<file path="config.mk">
export PLATFORM = sky130hd
export DESIGN_NAME = regseq_engine
export DESIGN_NICKNAME = d
export VERILOG_FILES = /design/src/rtl/regseq_pkg.sv /design/src/rtl/regseq_progmem.sv /design/src/rtl/regseq_ctrl.sv /design/src/rtl/regseq_dp.sv /design/src/rtl/regseq_engine.sv
export SDC_FILE = /design/constraint.sdc
export NUM_CORES = 2
export LEC_CHECK = 0
export BUFFER_PORTS_ARGS = -buffer_cell sky130_fd_sc_hd__buf_2
export CORE_MARGIN = 2
export CORE_UTILIZATION = 35
export CTS_CLUSTER_SIZE = 14
export DETAILED_ROUTE_END_ITERATION = 8
export MAX_ROUTING_LAYER = met4
export PLACE_DENSITY = 0.6
export SYNTH_ARGS = -nofsm -noshare
export SYNTH_HDL_FRONTEND = slang
export SYNTH_SLANG_ARGS = --single-unit
</file>
<file path="constraint.sdc">
create_clock -name clk -period 4.85 [get_ports clk]
set_clock_uncertainty 0.05 [all_clocks]
set_input_delay 0.2425 -clock clk [delete_from_list [all_inputs] [get_ports clk]]
set_output_delay 0.2425 -clock clk [all_outputs]
set_load 0.01 [all_outputs]
</file>
<file path="src/rtl/regseq_pkg.sv">
package regseq_pkg;
  localparam int NFLAG = 32;

  localparam logic [7:0] OP_ADDR_FULL = 8'hE0;
  localparam logic [7:0] OP_ADDR_LOW  = 8'h40;
  localparam logic [7:0] OP_DATA_FULL = 8'hE2;
  localparam logic [7:0] OP_DATA_LOW  = 8'h42;
  localparam logic [7:0] OP_WAIT_FLAG = 8'h5F;
  localparam logic [7:0] OP_END       = 8'h7F;

  typedef enum logic [2:0] {
    S_IDLE, S_OPC, S_OPND, S_WAIT, S_DELAY
  } seqState_t;

  typedef enum logic [2:0] {
    K_ADDR_FULL, K_ADDR_LOW, K_DATA_FULL, K_DATA_LOW, K_WAIT
  } opKind_t;

  // Strobes from control to datapath
  typedef struct packed {
    logic        ldAddrFull;
    logic        ldAddrLow;
    logic        ldDataFull;
    logic        ldDataLow;
    logic        flagWr;
    logic        flagVal;
    logic [4:0]  flagIdx;
    logic [31:0] value;
  } seqStrobe_t;
endpackage

</file>
<file path="src/rtl/regseq_progmem.sv">
module regseq_progmem #(
  parameter int DEPTH = 64,
  parameter int IW    = $clog2(DEPTH)
) (
  input  logic          clk,
  input  logic          wrEn,
  input  logic [IW-1:0] wrIdx,
  input  logic [31:0]   wrData,
  input  logic [IW-1:0] rdIdx,
  output logic [31:0]   rdWord
);
  logic [31:0] words [DEPTH];

  always_ff @(posedge clk) begin
    if (wrEn) words[wrIdx] <= wrData;
  end

  assign rdWord = words[rdIdx];
endmodule

</file>
<file path="src/rtl/regseq_ctrl.sv">
module regseq_ctrl
  import regseq_pkg::*;
#(
  parameter int DEPTH = 64,
  parameter int IW    = $clog2(DEPTH)
) (
  input  logic             clk,
  input  logic             rstN,
  input  logic             startReq,
  input  logic             usTick,
  input  logic [31:0]      rdWord,
  input  logic [NFLAG-1:0] flagState,
  output logic [IW-1:0]    rdIdx,
  output seqStrobe_t       stb,
  output logic             busy,
  output logic             errSticky
);
  localparam int PCW = IW + 3;
  localparam logic [PCW-1:0] PC_END = PCW'(DEPTH * 4);

  seqState_t      state;
  opKind_t        kind;
  logic [PCW-1:0] pc;
  logic [2:0]     left;
  logic [1:0]     idx;
  logic [31:0]    opnd;
  logic [31:0]    dly;
  logic [4:0]     waitIdx;
  logic           waitVal;

  logic        atEnd;
  logic [7:0]  curByte;
  logic [31:0] assembled;
  logic        lastOpnd;

  assign atEnd     = (pc == PC_END);
  assign rdIdx     = pc[IW+1:2];
  assign curByte   = atEnd ? OP_END : rdWord[{pc[1:0], 3'b000} +: 8];
  assign assembled = opnd | (32'(curByte) << {idx, 3'b000});
  assign lastOpnd  = (state == S_OPND) && !atEnd && (left == 3'd1);
  assign busy      = (state != S_IDLE);

  always_comb begin
    stb            = '0;
    stb.value      = assembled;
    stb.flagIdx    = curByte[4:0];
    stb.flagVal    = curByte[6];
    stb.flagWr     = (state == S_OPC) && !atEnd &&
                     (curByte[7:5] == 3'b101 || curByte[7:5] == 3'b110);
    stb.ldAddrFull = lastOpnd && (kind == K_ADDR_FULL);
    stb.ldAddrLow  = lastOpnd && (kind == K_ADDR_LOW);
    stb.ldDataFull = lastOpnd && (kind == K_DATA_FULL);
    stb.ldDataLow  = lastOpnd && (kind == K_DATA_LOW);
  end

  task automatic beginOperands(input opKind_t k, input logic [2:0] n);
    kind  <= k;
    left  <= n;
    idx   <= 2'd0;
    opnd  <= '0;
    state <= S_OPND;
  endtask

  always_ff @(posedge clk) begin
    if (!rstN) begin
      state   <= S_IDLE;
      kind    <= K_ADDR_FULL;
      pc      <= '0;
      left    <= '0;
      idx     <= '0;
      opnd    <= '0;
      dly     <= '0;
      waitIdx <= '0;
      waitVal <= 1'b0;
      errSticky <= 1'b0;
    end else begin
      unique case (state)
        S_IDLE: if (startReq) begin
          state     <= S_OPC;
          pc        <= '0;
          errSticky <= 1'b0;
        end
        S_OPC: begin
          pc <= pc + PCW'(1);
          if (atEnd) state <= S_IDLE;
          else begin
            casez (curByte)
              8'b00??_????: if (curByte[1:0] != 2'd0) begin
                dly   <= {30'd0, curByte[1:0]} << {curByte[5:2], 1'b0};
                state <= S_DELAY;
              end
              OP_ADDR_FULL: beginOperands(K_ADDR_FULL, 3'd4);
              OP_ADDR_LOW:  beginOperands(K_ADDR_LOW,  3'd2);
              OP_DATA_FULL: beginOperands(K_DATA_FULL, 3'd4);
              OP_DATA_LOW:  beginOperands(K_DATA_LOW,  3'd2);
              OP_WAIT_FLAG: beginOperands(K_WAIT,      3'd2);
              8'b100?_????, 8'b101?_????, 8'b110?_????: ;
              OP_END:  state <= S_IDLE;
              default: begin
                state     <= S_IDLE;
                errSticky <= 1'b1;
              end
            endcase
          end
        end
        S_OPND: begin
          if (atEnd) state <= S_IDLE;
          else begin
            pc   <= pc + PCW'(1);
            opnd <= assembled;
            idx  <= idx + 2'd1;
            left <= left - 3'd1;
            if (left == 3'd1) begin
              if (kind == K_WAIT) begin
                waitIdx <= opnd[4:0];
                waitVal <= curByte[0];
                state   <= S_WAIT;
              end else state <= S_OPC;
            end
          end
        end
        S_WAIT: if (flagState[waitIdx] == waitVal) state <= S_OPC;
        S_DELAY: if (usTick) begin
          dly <= dly - 32'd1;
          if (dly == 32'd1) state <= S_OPC;
        end
        default: state <= S_IDLE;
      endcase
    end
  end
endmodule

</file>
<file path="src/rtl/regseq_dp.sv">
module regseq_dp
  import regseq_pkg::*;
(
  input  logic             clk,
  input  logic             rstN,
  input  seqStrobe_t       stb,
  input  logic [NFLAG-1:0] flagHwSet,
  output logic [NFLAG-1:0] flagState,
  output logic             regWe,
  output logic [31:0]      regAddr,
  output logic [31:0]      regData
);
  logic [NFLAG-1:0] flagsNext;

  always_comb begin
    flagsNext = flagState | flagHwSet;
    if (stb.flagWr) flagsNext[stb.flagIdx] = stb.flagVal;
  end

  always_ff @(posedge clk) begin
    if (!rstN) begin
      flagState <= '0;
      regWe     <= 1'b0;
      regAddr   <= '0;
      regData   <= '0;
    end else begin
      flagState <= flagsNext;
      regWe     <= stb.ldAddrFull | stb.ldAddrLow;
      if (stb.ldAddrFull)     regAddr       <= stb.value;
      else if (stb.ldAddrLow) regAddr[15:0] <= stb.value[15:0];
      if (stb.ldDataFull)     regData       <= stb.value;
      else if (stb.ldDataLow) regData[15:0] <= stb.value[15:0];
    end
  end
endmodule

</file>
<file path="src/rtl/regseq_engine.sv">
module regseq_engine
  import regseq_pkg::*;
#(
  parameter int DEPTH = 64,
  parameter int IW    = $clog2(DEPTH)
) (
  input  logic             clk,
  input  logic             rstN,
  input  logic             progWe,
  input  logic [IW-1:0]    progIdx,
  input  logic [31:0]      progData,
  input  logic             startReq,
  input  logic             usTick,
  input  logic [NFLAG-1:0] flagHwSet,
  output logic [15:0]      status,
  output logic [NFLAG-1:0] flagState,
  output logic             regWe,
  output logic [31:0]      regAddr,
  output logic [31:0]      regData
);
  seqStrobe_t    stb;
  logic          busy;
  logic          errSticky;
  logic [IW-1:0] rdIdx;
  logic [31:0]   rdWord;

  assign status = {6'd0, errSticky, busy, 8'd0};

  regseq_progmem #(.DEPTH(DEPTH), .IW(IW)) u_mem (
    .clk(clk), .wrEn(progWe && !busy), .wrIdx(progIdx), .wrData(progData),
    .rdIdx(rdIdx), .rdWord(rdWord)
  );

  regseq_ctrl #(.DEPTH(DEPTH), .IW(IW)) u_ctrl (
    .clk(clk), .rstN(rstN), .startReq(startReq), .usTick(usTick),
    .rdWord(rdWord), .flagState(flagState), .rdIdx(rdIdx), .stb(stb),
    .busy(busy), .errSticky(errSticky)
  );

  regseq_dp u_dp (
    .clk(clk), .rstN(rstN), .stb(stb), .flagHwSet(flagHwSet),
    .flagState(flagState), .regWe(regWe), .regAddr(regAddr), .regData(regData)
  );
endmodule

</file>
==> impl_summary.txt <==
----------------------------------------------------
[Status]
  Result of the run ... completed

[STA]
  Slew Limit Fails ... 0
  Worst Tran Pin Value ... around 1300 ps
  Minimum clock period ... about 4800 ps
  Fin crit share ... roughly 100%
  Hold Vio Cnt, Final ... 0
  Max_slew headroom ... 12.3%
  Final TNS setup ... 0 ps
  Maximum achievable frequency ... approximately 210 MHz
  Number of setup violations in the final report ... 0

[Pwr]
  Proportion of power drawn by the clock network ... a little over two fifths
  Sw frac ... between 20% and 30%
  Combinational cell fraction of total power ... a little under 5%
  Areal power density over the cells ... a little under 400 nW/µm²
  Share of total power in sequential cells ... a little over half
  Leakage component of the power ... between 30 and 40 nW
  Total net switching power ... around 8.8 mW
  Max rail drop VDD ... approximately 380 µV
  Internal power ... 31.2 mW

[Logic synthesis]
  Dominant register cell in the synthesized netlist ... sky130_fd_sc_hd__edfxtp_1
  Commonest cells in the netlist ... sky130_fd_sc_hd__edfxtp_1 (2048), sky130_fd_sc_hd__mux4_2 (441), sky130_fd_sc_hd__nor2_1 (256)
  EDFF count, synth ... between 2000 and 2500
  Mapped cell area ... 88400 µm²
  Number of distinct library cell variants in the gate-level netlist after synthesis ... between 90 and 100
  Most frequent cell after synthesis ... sky130_fd_sc_hd__edfxtp_1
  Largest area contributor in the synthesized netlist ... sky130_fd_sc_hd__edfxtp_1
  Proportion of synthesized chip area in sequential cells ... between 70% and 80%
  Synthesized instance count ... between 4000 and 5000
  Synthesized flop and latch total ... roughly 2200
  Fraction of synthesized cell area taken by the top area cell type ... a little over two thirds
  Top area cells in the synthesized netlist ... sky130_fd_sc_hd__edfxtp_1 (70%), sky130_fd_sc_hd__mux4_2 (11%), sky130_fd_sc_hd__dfxtp_1 (4.4%)
  Synthesized area divided by synthesized cell count ... a little under 20 µm²
  Yosys Warn Count ... 0
  Asr flop ratio synth ... 0%

[Setup path]
  Type of the setup path with the least slack ... flip-flop to flip-flop
  Signal arrival time at the worst endpoint ... between 5000 and 6000 ps
  Critical Path RT ... 5490 ps
  Largest fanout on the critical path ... 24
  Crit. End Element ... flip-flop
  Critical Path Start Type ... flip-flop

[Global route]
  Via count of the first global-routing pass ... 47400
  GRT Residual Overflow ... 0
  Global-route wire length before repair ... 374000 µm
  Antenna violations before repair ... 31
  Maximum number of pins on one net before global-route repair ... 74
  GRT Total Usage ... 21.2%

[Place]
  Placed cell count ... about 8200
  RD Place Congestion ... between 0.8 and 0.9
  HPWL after DPL ... about 160000 µm
  I/O Buffers ... 173

[Floorplanning]
  Width of the chip ... between 500 and 600 µm
  Overall die area ... ~260000 µm²
  Total I/O pin count ... 188
  Die H ... just over 500 µm
  Effective utilization at floorplan ... between 30% and 40%
  Cell row count ... approximately 180
  Area of the core ... 251000 µm²

[Drt]
  Detailed Route Iter0 Violations ... 6902
  Antenna Violating Nets Remaining ... 0
  Number of detailed-routing iterations run before antenna repair ... 6
  DRC ... 0
  Routed WL per cell ... approximately 31 µm
  Via count normalized by instance count ... roughly 5.7
  Vias ... 49500
  Detailed Route WL ... about 270000 µm

[Job]
  Number of violations of the max-capacitance limit ... 0

[Cells and area]
  Count of nets after finishing ... ~5200
  Synthesis-to-layout area growth ... 17.3%
  Filler cell count in the final layout ... between 20000 and 25000
  Share of layout cells above drive strength 1 ... roughly 28%
  Final Non-Filler Cells ... 8680

[Clocking]
  Clk Latency, worst-skew pair ... 880 ps
  Total number of clock tree sinks ... roughly 2200
  Cell chosen for the clock root ... sky130_fd_sc_hd__clkbuf_16
  Clock edge transition at the registers on the reported setup and hold paths ... approximately 60 ps
  CTS tree ... built
  Clock buffers created by TritonCTS ... 217
  Number of buffers on the longest clock path ... 3
  Number of H-tree levels ... 4

[Min path]
  Kind of path behind the tightest hold check ... input pin to flip-flop

----------------------------------------------------
## sequential cells by signal, summed over array words and instances (netlist names), named ones only
name              flops
u_ctrl.dly           32
u_ctrl.errSticky      1
u_ctrl.idx            2
u_ctrl.kind           3
u_ctrl.left           3
u_ctrl.opnd          32
u_ctrl.pc             9
u_ctrl.state          3
u_ctrl.waitIdx        5
u_ctrl.waitVal        1
u_dp.flagState       32
u_dp.regAddr         32
u_dp.regData         32
u_dp.regWe            1
u_mem.words        2048
## cells by family (layout without fill, tap and decap cells)
family	count (synthesis)	after routing	synth area share, %
and+or+nand+nor	746	746	4.04
adders and majority gates	6	6	0.0849
AOI/OAI and AO/OA	552	552	4.48
muxes	701	701	14.9
xor gates and xnor gates	20	20	0.207
buffers and inverters	296	1027	2.26
other	1	38	0.00424
DFF	2242	2242	74.0
## placed cells by master (no fill, tap or decap), drive strengths merged, types with 52 or more instances in the layout
cell type / count
edfxtp: 2048
buf: 562
mux4: 480
clkbuf: 276
nor2: 256
dfxtp: 194
mux2i: 191
nand2: 169
a211oi: 106
a21oi: 101
clkinv: 99
a22oi: 84
nor3: 70
nand3: 52
## worst max-delay path: stages (launching register included)
cell and delay, ps:
sky130_fd_sc_hd__dfxtp_4 550, sky130_fd_sc_hd__buf_12 280, sky130_fd_sc_hd__buf_4 330, sky130_fd_sc_hd__mux4_2 550, sky130_fd_sc_hd__a2111oi_0 520, sky130_fd_sc_hd__nor4_1 140
sky130_fd_sc_hd__nor3_2 340, sky130_fd_sc_hd__a22oi_2 240, sky130_fd_sc_hd__buf_12 200, sky130_fd_sc_hd__buf_4 140, sky130_fd_sc_hd__or3_1 380, sky130_fd_sc_hd__o211ai_2 280
sky130_fd_sc_hd__a21oi_2 120, sky130_fd_sc_hd__buf_4 250, sky130_fd_sc_hd__o2bb2ai_1 150
## per-layer routing
metal  vias up  track usage, %  part of all wire (%)
met3       431            3.98                   9.4
met5         -               -                     0
li1      20000               -                     -
met4         0            6.10                   3.0
met2      2754            33.2                    47
met1     26300            28.3                    40
## stage by stage
stage                     power [mW]  worst slack, ps  cell area [µm²]  utilization [%]  hold WS (ps)
after floorplan                 22.6              912            88400                -           291
after global placement          23.5            -73.8            96100             38.3           395
after detailed placement        23.6            -64.6            96100             38.3           397
after CTS                       40.2             69.7           104000             41.2          20.1
after global routing            41.2            -5.47           104000             41.3          98.7
final                           40.1             93.6           104000             41.3          59.3
## final cells by class
class | instances | area (µm²) | area share (%)
sequential | 2242 | 65400 | 63.1
multi-input combinational | 2039 | 21600 | 20.8
clock buffer | 275 | 5730 | 5.53
timing repair buffer | 600 | 5280 | 5.09
tap | 3348 | 4190 | 4.04
clock inverter | 132 | 1340 | 1.29
inverter | 20 | 78.8 | 0.0760
antenna | 24 | 60.1 | 0.0579
## power groups by stage
stage / Clock, mW / Combinational (mW) / Sequential (mW)
2_1_floorplan: 0 / 0.885 / 21.7
3_3_place_gp: 0 / 1.85 / 21.7
3_5_place_dp: 0 / 1.89 / 21.7
4_1_cts: 17.0 / 1.92 / 21.3
5_1_grt: 17.8 / 2.07 / 21.3
6_report: 16.8 / 1.94 / 21.3
## timing repair
action | 4_1_cts | 5_1_grt
setup buffers | 2 | 2
gates resized for setup | 2 | 11
hold endpoints to repair | 173 | 0
endpoints found under the setup margin | 38 | 53
hold buffers | 37 | 0
## path summary, 6_finish.rpt
kind | startpoint | end | slack [ps] | depth (start not counted)
hold reg to reg | u_ctrl.opnd[18]$_SDFFE_PN0P_ | u_ctrl.opnd[18]$_SDFFE_PN0P_ | 410 | 1
setup reg to reg | flip-flop | u_ctrl.opnd[7]$_SDFFE_PN0P_ | 90 | 14
hold / removal | progData[14] | u_mem.words[56][14]$_DFFE_PP_ | 60 | 1
setup / recovery | flip-flop | u_ctrl.opnd[7]$_SDFFE_PN0P_ | 90 | 14
No activity file was read; power rests on OpenSTA's default activity.
